## config.mk

```make
export PLATFORM = sky130hd
export DESIGN_NAME = bounded_call_stack
export DESIGN_NICKNAME = d
export VERILOG_FILES = /design/src/rtl/stk_pkg.sv /design/src/rtl/stk_ctrl.sv /design/src/rtl/stk_dpath.sv /design/src/rtl/bounded_call_stack.sv
export SDC_FILE = /design/constraint.sdc
export NUM_CORES = 1
export LEC_CHECK = 0
export ABC_AREA = 0
export BUFFER_PORTS_ARGS = -buffer_cell sky130_fd_sc_hd__buf_2
export CAP_MARGIN = 20
export CORE_MARGIN = 5
export CORE_UTILIZATION = 47
export CTS_CLUSTER_SIZE = 40
export DETAILED_ROUTE_END_ITERATION = 8
export GPL_TIMING_DRIVEN = 0
export PLACE_DENSITY = 0.85
export SLEW_MARGIN = 25
export SYNTH_ARGS = -nofsm -noshare
export SYNTH_HDL_FRONTEND = slang
export SYNTH_SLANG_ARGS = --single-unit
```

## constraint.sdc

```tcl
create_clock -name clk -period 2.85 [get_ports clk]
set_input_delay 0 -clock clk [delete_from_list [all_inputs] [get_ports clk]]
set_output_delay 0 -clock clk [all_outputs]
set_load 0.1 [all_outputs]
```

## src/rtl/stk_pkg.sv

```systemverilog
package stk_pkg;

  typedef enum logic [1:0] {
    ERR_NONE  = 2'd0,
    ERR_OVER  = 2'd1,
    ERR_UNDER = 2'd2,
    ERR_CLASH = 2'd3
  } stkErr_t;

  // Strobes from control to datapath for one cycle
  typedef struct packed {
    logic    doPush;
    logic    doPop;
    logic    raise;
    stkErr_t code;
  } stkStrobe_t;

endpackage

```

## src/rtl/stk_ctrl.sv

```systemverilog
module stk_ctrl
  import stk_pkg::*;
(
  input  logic       pushReq,
  input  logic       popReq,
  input  logic       isFull,
  input  logic       isEmpty,
  input  logic       isHalted,
  output stkStrobe_t strb
);

  // Decide per cycle whether a request is carried out or raises an error
  always_comb begin
    strb = '0;
    if (!isHalted) begin
      if (pushReq && popReq) begin
        strb.raise = 1'b1;
        strb.code  = ERR_CLASH;
      end else if (pushReq) begin
        if (isFull) begin
          strb.raise = 1'b1;
          strb.code  = ERR_OVER;
        end else begin
          strb.doPush = 1'b1;
        end
      end else if (popReq) begin
        if (isEmpty) begin
          strb.raise = 1'b1;
          strb.code  = ERR_UNDER;
        end else begin
          strb.doPop = 1'b1;
        end
      end
    end
  end

endmodule

```

## src/rtl/stk_dpath.sv

```systemverilog
module stk_dpath
  import stk_pkg::*;
#(
  parameter int ADDR_W    = 8,
  parameter int DATA_W    = 8,
  parameter int STK_TOP   = 255,
  parameter int STK_DEPTH = 22
) (
  input  logic              clk,
  input  logic              rst_n,
  input  stkStrobe_t        strb,
  input  logic [DATA_W-1:0] pushData,
  input  logic [DATA_W-1:0] memRdata,
  output logic              memWe,
  output logic              memRe,
  output logic [ADDR_W-1:0] memAddr,
  output logic [DATA_W-1:0] memWdata,
  output logic [DATA_W-1:0] popData,
  output logic              popValid,
  output logic [ADDR_W-1:0] stkPtr,
  output logic [1:0]        errCode,
  output logic              isFull,
  output logic              isEmpty,
  output logic              isHalted
);

  localparam int STK_BASE = STK_TOP - STK_DEPTH + 1;
  localparam logic [ADDR_W-1:0] TOP_PTR  = ADDR_W'(STK_TOP);
  localparam logic [ADDR_W-1:0] FULL_PTR = ADDR_W'(STK_BASE - 1);

  logic [ADDR_W-1:0] sp;
  logic [ADDR_W-1:0] spInc;
  stkErr_t           errReg;
  logic              rdPend;

  assign spInc = sp + ADDR_W'(1);

  // Pointer: push writes then decrements, pop increments then reads
  always_ff @(posedge clk) begin
    if (!rst_n) begin
      sp <= TOP_PTR;
    end else if (strb.doPush) begin
      sp <= sp - ADDR_W'(1);
    end else if (strb.doPop) begin
      sp <= spInc;
    end
  end

  // Sticky error: only the first cause is kept
  always_ff @(posedge clk) begin
    if (!rst_n) begin
      errReg <= ERR_NONE;
    end else if (strb.raise && errReg == ERR_NONE) begin
      errReg <= strb.code;
    end
  end

  always_ff @(posedge clk) begin
    if (!rst_n) rdPend <= 1'b0;
    else        rdPend <= strb.doPop;
  end

  assign memWe    = strb.doPush;
  assign memRe    = strb.doPop;
  assign memAddr  = strb.doPop ? spInc : sp;
  assign memWdata = pushData;
  assign popData  = memRdata;
  assign popValid = rdPend;
  assign stkPtr   = sp;
  assign errCode  = errReg;
  assign isFull   = (sp == FULL_PTR);
  assign isEmpty  = (sp == TOP_PTR);
  assign isHalted = (errReg != ERR_NONE);

  p_ptr_window_r4: assert property (@(posedge clk) disable iff (!rst_n)
    (sp >= FULL_PTR) && (sp <= TOP_PTR));

  p_access_window_r4: assert property (@(posedge clk) disable iff (!rst_n)
    (memWe || memRe) |-> (memAddr > FULL_PTR));

  p_push_step_r2: assert property (@(posedge clk) disable iff (!rst_n)
    strb.doPush |=> (sp == $past(sp) - ADDR_W'(1)));

  p_pop_step_r3: assert property (@(posedge clk) disable iff (!rst_n)
    strb.doPop |=> (popValid && sp == $past(sp) + ADDR_W'(1)));

  p_no_overflow_r5: assert property (@(posedge clk) disable iff (!rst_n)
    isFull |-> !memWe);

  p_no_underflow_r6: assert property (@(posedge clk) disable iff (!rst_n)
    isEmpty |-> !memRe);

  p_err_sticky_r8: assert property (@(posedge clk) disable iff (!rst_n)
    isHalted |=> (errCode == $past(errCode)));

  p_halt_quiet_r8: assert property (@(posedge clk) disable iff (!rst_n)
    isHalted |-> (!memWe && !memRe && $stable(sp)));

endmodule

```

## src/rtl/bounded_call_stack.sv

```systemverilog
module bounded_call_stack
  import stk_pkg::*;
#(
  parameter int ADDR_W    = 8,
  parameter int DATA_W    = 8,
  parameter int STK_TOP   = 255,
  parameter int STK_DEPTH = 22
) (
  input  logic              clk,
  input  logic              rst_n,
  input  logic              pushReq,
  input  logic              popReq,
  input  logic [DATA_W-1:0] pushData,
  output logic [DATA_W-1:0] popData,
  output logic              popValid,
  output logic              memWe,
  output logic              memRe,
  output logic [ADDR_W-1:0] memAddr,
  output logic [DATA_W-1:0] memWdata,
  input  logic [DATA_W-1:0] memRdata,
  output logic [ADDR_W-1:0] stkPtr,
  output logic [1:0]        errCode,
  output logic              halted
);

  stkStrobe_t strb;
  logic       isFull;
  logic       isEmpty;
  logic       isHalted;

  stk_ctrl u_ctrl (
    .pushReq  (pushReq),
    .popReq   (popReq),
    .isFull   (isFull),
    .isEmpty  (isEmpty),
    .isHalted (isHalted),
    .strb     (strb)
  );

  stk_dpath #(
    .ADDR_W    (ADDR_W),
    .DATA_W    (DATA_W),
    .STK_TOP   (STK_TOP),
    .STK_DEPTH (STK_DEPTH)
  ) u_dpath (
    .clk      (clk),
    .rst_n    (rst_n),
    .strb     (strb),
    .pushData (pushData),
    .memRdata (memRdata),
    .memWe    (memWe),
    .memRe    (memRe),
    .memAddr  (memAddr),
    .memWdata (memWdata),
    .popData  (popData),
    .popValid (popValid),
    .stkPtr   (stkPtr),
    .errCode  (errCode),
    .isFull   (isFull),
    .isEmpty  (isEmpty),
    .isHalted (isHalted)
  );

  assign halted = isHalted;

endmodule

```

Word-level counts from Yosys, hierarchy flattened

Index checks and enable logic that the tools add are counted.

Word-level logic and storage cells: 24
Register bits: 11
Output and inout port bits: 38

Reductions and logical operators: 4
Multiplexer cells: 13
Add/subtract/negate cells: 2
Eq/ne operators: 2

Operators with widths:

| operator                                                           | count |
|---|---|
| 8-bit equality test, second input constant                         | 2 |
| 8-bit 2-to-1 mux                                                   | 2 |
| 3-bit 2-to-1 mux                                                   | 4 |
| 8-bit by 1-bit adder with 8-bit output, second input constant      | 1 |
| 8-bit by 1-bit subtractor with 8-bit output, second input constant | 1 |
| 5-bit 2-to-1 mux                                                   | 1 |
| 1-bit 2-to-1 mux                                                   | 4 |
| 4-bit 2-to-1 mux                                                   | 1 |
| 1-bit logical AND                                                  | 2 |
| 2-bit zero test                                                    | 1 |
| 2-bit 2-to-1 mux                                                   | 1 |
| 2-bit nonzero test                                                 | 1 |

Depth between registers and ports, before layout

Depth in word-level cells: 8
Depth in mapped cells: 7
Gate-level depth less buffers: 6

By module

Synthesis repeated with hierarchy kept, for this count alone.

Cell total of the unflattened synthesis: 116
Area, all modules: 888.4 um2

Modules (own cells, without submodules):

| module    | sequential area each (um2) | cells each | area each (um2) | instances |
|---|---|---|---|---|
| stk_dpath | 220.2                      | 106        | 835.8           | 1 |
| stk_ctrl  | 0.0                        | 10         | 52.6            | 1 |

Least setup slack after synthesis

No wires, ideal clock.

Path kind: register -> output
Start: register u_dpath.sp[0] (netlist: u_dpath.stkPtr[0])
End: output port memAddr[1]
Stages on the path, launching flop included: 6
Data arrival time: 4348 ps
Buffers on the path: 1
Setup slack: -1498 ps
Path through: dfxtp_1 > ha_1 > and3_1 > a31oi_1 > buf_2 > o21ai_0

Word-level cells in the longest chain between the ends: 7
Elaborated cells between the ends (all ways): 8

Ends and longest elaborated chain:

| item                   | RTL line                 | RTL |
|---|---|---|
| start, declared        | stk_dpath.sv:31          | `logic [ADDR_W-1:0] sp;` |
| start signal, assigned | stk_dpath.sv:43          | `sp <= sp - ADDR_W'(1);` |
| start signal, assigned | stk_dpath.sv:45          | `sp <= spInc;` |
| 8-bit equality test    | stk_dpath.sv:72          | `assign isEmpty = (sp == TOP_PTR);` |
| 1-bit 2-to-1 mux       | stk_ctrl.sv:27           | `if (isEmpty) begin` |
| 4-bit 2-to-1 mux       | stk_ctrl.sv:26           | `end else if (popReq) begin` |
| 1-bit 2-to-1 mux       | stk_ctrl.sv:19           | `end else if (pushReq) begin` |
| 2-bit 2-to-1 mux       | stk_ctrl.sv:16           | `if (pushReq && popReq) begin` |
| 5-bit 2-to-1 mux       | stk_ctrl.sv:15           | `if (!isHalted) begin` |
| via memRe              | bounded_call_stack.sv:17 | `output logic memRe,` |
| 8-bit 2-to-1 mux       | stk_dpath.sv:65          | `assign memAddr = strb.doPop ? spInc : sp;` |
| end, declared          | bounded_call_stack.sv:18 | `output logic [ADDR_W-1:0] memAddr,` |

The timed path passes the listed nets, and every way through them passes these cells.

Worst setup path after layout

Start: register u_dpath.sp[0] (netlist: u_dpath.stkPtr[0])
End: output port memAddr[2]

Word-level cells in the longest chain between the ends: 7
Elaborated cells between the ends (all ways): 8

Ends and longest elaborated chain:

| item                 | RTL line |
|---|---|
| 8-bit equality test  | stk_dpath.sv:72 |
| 1-bit 2-to-1 mux     | stk_ctrl.sv:27 |
| 4-bit 2-to-1 mux     | stk_ctrl.sv:26 |
| 1-bit 2-to-1 mux     | stk_ctrl.sv:19 |
| 2-bit 2-to-1 mux     | stk_ctrl.sv:16 |
| 5-bit 2-to-1 mux     | stk_ctrl.sv:15 |
| 8-bit 2-to-1 mux (*) | stk_dpath.sv:65 |

Mark *: on every way between the ends. The rest lies on a longest branch, timed or not.

==> out/metrics.cfg <==
[run_status]
status=finished clean

[floorplanning]
io-pin-count=58
core-area_mm2=0.00202
initial_core_util_pct=50.6
die_h_um=56.7
dieArea_mm2=0.00321
num_rows=16
die_x_um=56.7

[detailed_routing]
num_vias=998
drc_errors=0
drtAntennaViolNets=0
detail_route.wl_per_cell_um=13.2
drt_iter0_markers=15
routed_via_density=5.23
wl_um=2520
dr.pass1.iters=4

[yosys]
synth-seq-cells=11
synth_top_flop_cell=dfxtp_1
yosys-top-cells-count=buf_4 (17), dfxtp_1 (11), nand2_1 (9)
synthArstFlopShare_pct=0
synth_cells=119
ys_warn_count=0
yosysTopAreaCell=dfxtp_1
synth_top_area_share_pct=21.5
synth-edff-count=0
synth_area_leaders=dfxtp_1 (22%), buf_4 (12%), a2111oi_4 (5.4%)
syn_avg_cell_area_um2=8.60
yosysMostFrequentCell=buf_4
netlist_area_mm2=0.00102
ys_types=40
ys_seq_area_share_pct=21.5
synth_nets=142

[timing]
slew_headroom_pct=53.4
rsz0062_at_grt=no
slew_viol_final=0
fmax_mhz=397
tightestPinTransition_ps=698
fin_skew_ps=8.12
fin_tns_setup_ps=0
post-route-period-util_pct=88.3
setup_viol=0
timing.final.crit_period_ps=2520
finalHoldViolations=0

[setup_path]
worst-setup-path-type=reg -> out
critPathArrivalTime_ps=2520
path_max_fanout=10
crit_buf_inv=2
max_stage_delay_ps=550
cp_top_family=buffers and inverters
cp-start-kind=flip-flop
worstPathCellList=ha_1 -> and3_1 -> a31oi_1 -> buf_4 -> nand2_1 -> xnor2_4 -> buf_2
worst_ep_required_time_ps=2850
crit_path_top_delay_cell=dfxtp_1
endpoint_kind=output pin

[grt]
grt_overflow=0
antenna_found_initial=0
grt_pass1_vias=961
grt_pass1_wl_um=4220
grt_max_degree=11
grt_usage_pct=16.0

[hold_path]
hp-class=in -> reg

[final_layout]
post-route-util_pct=68.6
num_antenna_cells=0
syn2layout_area_growth_pct=35.6
num-nets-final=188
drive_above_1_share_pct=54.3

[clock_network]
cts-root-buf=clkbuf_4
cts_inserted_buffers=3
cts.path.max_buffers=2
clkTransAtPathRegs_ps=80
htreeDepth=1
cts.sinks=11
hold_buffers=0
clkLatencyLatePin_ps=280
cts_tree=done
post_cts_resized=0
cts_setup_buffers=0

[placement]
finalWeightedCongestion=0.846
dp_hpwl_um=1990
placement.io_buffers=41

[pwr]
power_density_mw_per_mm2=981
p_leak_nw=0.620
vdd.ir_drop.worst_uv=719
finalPower_mw=1.36

[job]
drv_cap=0

[per-layer routing]
metal  GRT usage (%)  vias up  part of all wire (%)
met5               0        -                     0
met2            27.2       39                    50
met4            4.07        0                  0.67
met3            3.44        2                   8.2
met1            20.3      460                    41
li1                -      497                     -
[layout by cell type, fill, tap and decap left out, drive strengths merged]
cell type	netlist	routed
o21ai	2	2
and3	2	2
or2	2	2
and4	1	1
xor2	3	3
dfxtp	11	11
o21a	3	3
ha	3	3
inv	6	6
a2111oi	3	3
mux2	4	4
and4b	1	1
o31a	1	1
o221ai	1	1
or4b	1	1
a31oi	3	3
a21oi	3	3
a211oi	1	1
nor4b	2	2
o21bai	1	1
buf	23	64
clkbuf	2	6
nand4b	1	1
nand4	1	1
a22oi	2	2
mux2i	1	1
xnor2	3	3
nand2b	5	5
nand2	9	9
nor4	3	3
nand3	4	4
and2	1	1
nor3	5	5
nor2	4	4
and4bb	1	1
[worst reg2reg max path: cells and delay by family, from the launching register on]
family	cells	cell delay, ps
buffers and inverters	2	320
DFF	1	430
adders and majority gates	1	200
and+or+nand+nor	3	530
AOI/OAI and AO/OA	1	550
[flip-flops by register name, indices dropped and copies added, names as in the netlist]
signal and count:
u_dpath.stkPtr 8, u_dpath.errCode 2, u_dpath.popValid 1
[final cells by class]
type / count / area [um2]
repair buffers: 41 / 205
flip-flops and latches: 11 / 221
well taps: 27 / 33.8
inverters: 6 / 22.5
fillers: 176 / 634
clock buffers: 4 / 26.3
multi-input cells: 77 / 692
plain buffers: 25 / 186
[report_power, final]
part	total, mW	switching, mW	leakage (nW)	internal, mW
clock	0.113	0.0585	0.0150	0.0543
sequential	0.219	0.0384	0.0897	0.180
combinational	1.03	0.798	0.515	0.232
[worst paths after layout]
path	cells after the start	slack [ps]	end	from
setup / recovery	7	330	memAddr[2]	u_dpath.stkPtr[0]
hold / removal	3	110	u_dpath.stkPtr[2]	rst_n
setup reg to reg	7	710	u_dpath.stkPtr[5]	u_dpath.stkPtr[1]
hold reg to reg	1	530	u_dpath.errCode[0]	u_dpath.errCode[0]
[cell families after synthesis]
kind of cell / synth area share, %
buf+inv: 20.2
mux: 5.38
xor+xnor: 5.14
flops: 21.5
fa+ha+maj: 3.67
simple gates: 25.7
compound gates: 18.5
[stage by stage]
stage | hold slack [ps] | instances | instance area, um2 | setup slack, ps
after floorplan | 197 | 119 | 1120 | -100
after global placement | 385 | 187 | 1360 | 673
after detailed placement | 385 | 187 | 1360 | 664
after CTS | 111 | 191 | 1390 | 344
after global routing | 134 | 191 | 1390 | 220
final | 114 | 191 | 1390 | 334
Power figures use the tool's default switching activity.
